**src/rtl/atm_hec_gen.sv**
```systemverilog
module atm_hec_gen #(
  parameter int         CELL_LEN = 53,
  parameter int         HDR_LEN  = 4,
  parameter logic [7:0] COSET    = 8'h55
) (
  input  logic       clk,
  input  logic       rst_n,
  input  logic       in_valid,
  input  logic       in_soc,
  input  logic [7:0] in_data,
  input  logic       cfg_hec_off,
  input  logic       cfg_coset_on,
  output logic       out_valid,
  output logic       out_soc,
  output logic [7:0] out_data
);
  localparam int IW = $clog2(CELL_LEN + 1);
  localparam logic [IW-1:0] IDX_END = IW'(CELL_LEN);
  localparam logic [IW-1:0] IDX_HEC = IW'(HDR_LEN);

  logic [IW-1:0] nxt_idx;
  logic [IW-1:0] cur_idx;
  logic [7:0]    crc_q;
  logic          off_q, coset_q;

  function automatic logic [7:0] crc8_step(input logic [7:0] c, input logic [7:0] d);
    logic [7:0] r;
    r = c;
    for (int i = 7; i >= 0; i--)
      r = {r[6:0], 1'b0} ^ ((r[7] ^ d[i]) ? 8'h07 : 8'h00);
    return r;
  endfunction

  assign cur_idx = in_soc ? '0 : nxt_idx;
  wire is_hec = (cur_idx == IDX_HEC);
  wire is_hdr = (cur_idx < IDX_HEC);
  wire [7:0] hec_val = crc_q ^ (coset_q ? COSET : 8'h00);

  always_ff @(posedge clk) begin
    if (!rst_n) begin
      nxt_idx   <= IDX_END;
      crc_q     <= '0;
      off_q     <= 1'b0;
      coset_q   <= 1'b0;
      out_valid <= 1'b0;
      out_soc   <= 1'b0;
      out_data  <= '0;
    end else begin
      out_valid <= in_valid;
      out_soc   <= in_valid & in_soc;
      if (in_valid) begin
        nxt_idx  <= (cur_idx == IDX_END) ? IDX_END : cur_idx + 1'b1;
        out_data <= (is_hec && !off_q) ? hec_val : in_data;
        if (in_soc) begin
          off_q   <= cfg_hec_off;
          coset_q <= cfg_coset_on;
        end
        if (is_hdr)
          crc_q <= crc8_step(in_soc ? 8'h00 : crc_q, in_data);
      end
    end
  end

  p_lat_valid_r6: assert property (@(posedge clk) disable iff (!rst_n)
    $past(rst_n) |-> (out_valid == $past(in_valid)));
  p_lat_soc_r6: assert property (@(posedge clk) disable iff (!rst_n)
    (in_valid && in_soc) |=> out_soc);
  p_pass_r4: assert property (@(posedge clk) disable iff (!rst_n)
    (in_valid && !is_hec) |=> (out_data == $past(in_data)));
  p_off_pass_r3: assert property (@(posedge clk) disable iff (!rst_n)
    (in_valid && is_hec && off_q) |=> (out_data == $past(in_data)));
  p_cfg_hold_r5: assert property (@(posedge clk) disable iff (!rst_n)
    !(in_valid && in_soc) |=> ($stable(off_q) && $stable(coset_q)));
  p_restart_r8: assert property (@(posedge clk) disable iff (!rst_n)
    (in_valid && in_soc) |=> (nxt_idx == IW'(1)));
endmodule

```
**config.mk**
```make
export PLATFORM = sky130hd
export DESIGN_NAME = atm_hec_gen
export DESIGN_NICKNAME = d
export VERILOG_FILES = /design/src/rtl/atm_hec_gen.sv
export SDC_FILE = /design/constraint.sdc
export NUM_CORES = 1
export LEC_CHECK = 0
export BUFFER_PORTS_ARGS = -buffer_cell sky130_fd_sc_hd__buf_4
export CORE_UTILIZATION = 56
export DETAILED_ROUTE_END_ITERATION = 6
export GPL_ROUTABILITY_DRIVEN = 1
export PLACE_DENSITY = 0.76
export SKIP_CTS_REPAIR_TIMING = 1
export SLEW_MARGIN = 20
export SYNTH_ARGS = -nofsm -noshare
export SYNTH_HDL_FRONTEND = slang
export SYNTH_SLANG_ARGS = --single-unit
```
**constraint.sdc**
```tcl
create_clock -name clk -period 2.14 [get_ports clk]
set_input_delay 0.214 -clock clk [delete_from_list [all_inputs] [get_ports clk]]
set_output_delay 0.214 -clock clk [all_outputs]
set_load 0.02 [all_outputs]
```
==> report_table.html <==
<table>
<tr><th>Metric</th><th>Value</th></tr>
<tr><th colspan="2">Yosys</th></tr>
<tr><td>Fraction of registers with async set/reset</td><td>0%</td></tr>
<tr><td>Warning count from the yosys run</td><td>0</td></tr>
<tr><td>Distinct cell type count of the synthesized netlist</td><td>39</td></tr>
<tr><td>Post-synthesis average cell area</td><td>8.93 um^2</td></tr>
<tr><td>Top area cells in the synthesized netlist</td><td>dfxtp_1 32%, xnor2_1 7.6%, xnor3_1 7.0%</td></tr>
<tr><td>Gate count after technology mapping</td><td>180</td></tr>
<tr><td>Dominant cell type by area after synthesis</td><td>dfxtp_1</td></tr>
<tr><td>Netlist Area Pre-Place</td><td>0.00161 mm^2</td></tr>
<tr><td>Net count after synthesis</td><td>195</td></tr>
<tr><td>EDFF count, synth</td><td>0</td></tr>
<tr><td>Proportion of synthesized chip area in sequential cells</td><td>around a third</td></tr>
<tr><td>Share of the synthesized area in the top cell type</td><td>32.4%</td></tr>
<tr><td>Synth Flop Type</td><td>dfxtp_1</td></tr>
<tr><td>Flip-flop and latch count after synthesis</td><td>26</td></tr>
<tr><th colspan="2">Floorplan</th></tr>
<tr><td>Initial core utilization</td><td>between 50 and 60%</td></tr>
<tr><td>Core Footprint</td><td>0.00273 mm^2</td></tr>
<tr><td>Die boundary width</td><td>55.6 um</td></tr>
<tr><td>Die H</td><td>approximately 56 um</td></tr>
<tr><td>Standard-cell rows</td><td>19</td></tr>
<tr><td>Ports placed on the boundary</td><td>24</td></tr>
<tr><td>Floorplan die area</td><td>0.00309 mm^2</td></tr>
<tr><th colspan="2">Layout</th></tr>
<tr><td>Final-stage net count</td><td>214</td></tr>
<tr><td>Antenna diode count</td><td>0</td></tr>
<tr><td>Post-route cell area</td><td>0.00183 mm^2</td></tr>
<tr><td>Filler cell count</td><td>230</td></tr>
<tr><td>Ratio of cells with drive above 1 in the final layout</td><td>18.7%</td></tr>
<tr><td>Commonest cells after routing, fill and taps aside</td><td>26 x dfxtp_1, 26 x buf_4, 18 x nor2_1</td></tr>
<tr><td>Post-synthesis to final-layout area growth</td><td>13.9%</td></tr>
<tr><th colspan="2">Power</th></tr>
<tr><td>Power density over the cells</td><td>625 mW/mm^2</td></tr>
<tr><td>Lkg Pwr</td><td>a little under 0.8 nW</td></tr>
<tr><td>VDD IR max</td><td>around 0.48 mV</td></tr>
<tr><th colspan="2">Critical path</th></tr>
<tr><td>Endpoint kind of the worst setup timing path</td><td>flop</td></tr>
<tr><td>Critical Path RT</td><td>2.34 ns</td></tr>
<tr><td>Worst Setup Path Type</td><td>reg2reg</td></tr>
<tr><td>Data arrival, critical path</td><td>2.16 ns</td></tr>
<tr><td>Slowest cell on the critical path</td><td>or4b_4</td></tr>
<tr><td>Cell family with most CP delay</td><td>simple AND/OR/NAND/NOR gates</td></tr>
<tr><td>Worst path buffer plus inverter count</td><td>0</td></tr>
<tr><td>R2R depth</td><td>5</td></tr>
<tr><td>Crit path depth</td><td>5</td></tr>
<tr><td>Worst path max stage delay</td><td>approximately 0.55 ns</td></tr>
<tr><td>Critical-path maximum fanout</td><td>7</td></tr>
<tr><td>Cell-by-cell listing of the critical path</td><td>or4b_4, nor3_4, mux2_2, mux2i_1, nor2_1</td></tr>
<tr><td>Startpoint class of the critical path</td><td>flop</td></tr>
<tr><td>Flop-to-flop setup slack</td><td>~0.18 ns</td></tr>
<tr><th colspan="2">Hold path</th></tr>
<tr><td>Number of cells on the worst hold path</td><td>2</td></tr>
<tr><td>Hold crit path type</td><td>in2reg</td></tr>
<tr><th colspan="2">Clocking</th></tr>
<tr><td>Number of buffers created by CTS</td><td>3</td></tr>
<tr><td>Number of sinks on the clock net</td><td>26</td></tr>
<tr><td>Largest buffer count on any clock path</td><td>2</td></tr>
<tr><td>Clock-pin slew reported for the worst setup and hold paths after clock tree synthesis</td><td>0.15 ns</td></tr>
<tr><td>TritonCTS clock tree</td><td>yes</td></tr>
<tr><td>H-tree Lvls</td><td>1</td></tr>
<tr><td>Clk Latency, worst-skew pair</td><td>0.33 ns</td></tr>
<tr><td>Clk Tree Root Cell</td><td>clkbuf_4</td></tr>
<tr><th colspan="2">GRT</th></tr>
<tr><td>Total routing usage reported by global routing</td><td>between 20% and 30%</td></tr>
<tr><td>Vias in the first global route</td><td>1,317</td></tr>
<tr><td>Global-route wire length before repair</td><td>5.91 mm</td></tr>
<tr><td>Initial antenna violation count</td><td>0</td></tr>
<tr><td>Pin count of the biggest net entering global routing</td><td>29</td></tr>
<tr><td>Aggregate global routing overflow</td><td>0</td></tr>
<tr><th colspan="2">Routing</th></tr>
<tr><td>Number of detailed-route iterations in the first pass</td><td>4</td></tr>
<tr><td>Avg Vias per Cell</td><td>5.90</td></tr>
<tr><td>Detailed Route WL</td><td>3.47 mm</td></tr>
<tr><td>Post-route ant nets</td><td>0</td></tr>
<tr><td>Number of vias in the routed layout</td><td>approximately 1,400</td></tr>
<tr><td>Detailed router's first-iteration violation count</td><td>63</td></tr>
<tr><td>DRC violation count after routing</td><td>0</td></tr>
<tr><td>Average wire per cell in the routed design</td><td>15.1 um</td></tr>
<tr><th colspan="2">Timing</th></tr>
<tr><td>Slew @ Worst Pin</td><td>0.544 ns</td></tr>
<tr><td>Layout Skew</td><td>between 0.01 and 0.015 ns</td></tr>
<tr><td>Part of the cycle the worst path needs</td><td>91.7%</td></tr>
<tr><td>Worst slew margin relative to its limit</td><td>63.7%</td></tr>
<tr><td>Final total negative setup slack</td><td>0 ns</td></tr>
<tr><td>Setup violations, final</td><td>0</td></tr>
<tr><td>Unrepaired setup endpoints after global routing</td><td>no</td></tr>
<tr><td>Total count of hold-check failures in the final report</td><td>0</td></tr>
<tr><td>Max Fclk</td><td>510 MHz</td></tr>
<tr><td>Final count of pins violating max slew</td><td>0</td></tr>
<tr><td>Final worst path period need</td><td>1.96 ns</td></tr>
<tr><th colspan="2">Placed design</th></tr>
<tr><td>Post-Place Cell Area</td><td>roughly 0.0018 mm^2</td></tr>
<tr><td>Routability Congestion</td><td>~0.8</td></tr>
<tr><td>Buffers on Ports</td><td>23</td></tr>
<tr><td>Sum of net half-perimeters after detailed placement</td><td>2.54 mm</td></tr>
<tr><th colspan="2">Flow run</th></tr>
<tr><td>Max capacitance violation total</td><td>0</td></tr>
<tr><th colspan="2">Status</th></tr>
<tr><td>Result of the run</td><td>finished clean</td></tr>
</table>
## cells by family (layout without fill, tap and decap cells)
family / after synthesis / count (layout) / synth area share (%)
DFF: 26 / 26 / 32.4
and+or+nand+nor: 58 / 58 / 18.3
AOI/OAI and AO/OA: 40 / 40 / 16.0
adders and majority gates: 1 / 1 / 0.779
buffers and inverters: 16 / 34 / 3.82
xor gates and xnor gates: 26 / 26 / 20.3
muxes: 13 / 13 / 8.41
## worst register-to-register path, delay by kind of cell, from the launching register on
kind	cells	cell delay (ns)
DFF	1	0.40
muxes	2	0.51
and+or+nand+nor	3	0.94
## area by class of cell
cell class	instances	area [um^2]	share of cell area (%)
multi-input cells	138	1020	56.0
flip-flops and latches	26	520	28.4
repair buffers	26	195	10.7
well taps	31	38.8	2.12
clock buffers	4	36.3	1.98
inverters	4	15.0	0.820
## through the flow
stage               hold WS (ns)  utilization [%]  setup slack (ns)  power (W)  std cells
floorplan                  0.377                -             0.261   0.000817        180
global placement           0.457             65.6             0.258   0.000889        225
detailed placement         0.459             65.6             0.168   0.000905        225
CTS                        0.129             67.0             0.167    0.00116        229
global route               0.130             67.0            0.0725    0.00121        229
finish                     0.137             67.0             0.178    0.00114        229
## sequential cells by signal, indices dropped and copies added (netlist names)
register,flops
off_q,1
out_valid,1
nxt_idx,6
crc_q,8
coset_q,1
out_soc,1
out_data,8
## final timing paths
kind,startpoint,to
worst max-delay path,nxt_idx[0],out_data[6]
worst min-delay path,rst_n,nxt_idx[4]
worst max register to register,nxt_idx[0],out_data[6]
worst min register to register,off_q,off_q
## synth_stat cells (3+ instances only)
| master | number |
|---|---|
| nand2_1 | 14 |
| a21oi_1 | 10 |
| inv_1 | 4 |
| xnor2_1 | 14 |
| mux2i_1 | 9 |
| a31oi_1 | 4 |
| nor2b_1 | 8 |
| dfxtp_1 | 26 |
| clkbuf_1 | 10 |
| o21a_1 | 3 |
| o21ai_0 | 9 |
| nor2_1 | 18 |
| xor2_1 | 5 |
| mux2_2 | 3 |
| a211oi_1 | 5 |
| nand3_1 | 6 |
| xnor3_1 | 5 |
| nor3_1 | 3 |
## layer usage
| metal | global-route usage, % | routed length (um) | share of wire [%] |
|---|---|---|---|
| met5 | 0 | 0 | 0 |
| met4 | 8.93 | 34 | 0.98 |
| met3 | 3.04 | 168 | 4.8 |
| met2 | 40.6 | 1710 | 49 |
| met1 | 32.6 | 1560 | 45 |
## report_power, final
group | internal, W | switching (W) | total [W]
Clock | 0.000104 | 0.000147 | 0.000251
Combinational | 0.000182 | 0.000151 | 0.000332
Sequential | 0.000520 | 0.0000420 | 0.000562
No activity file was read; power rests on OpenSTA's default activity.
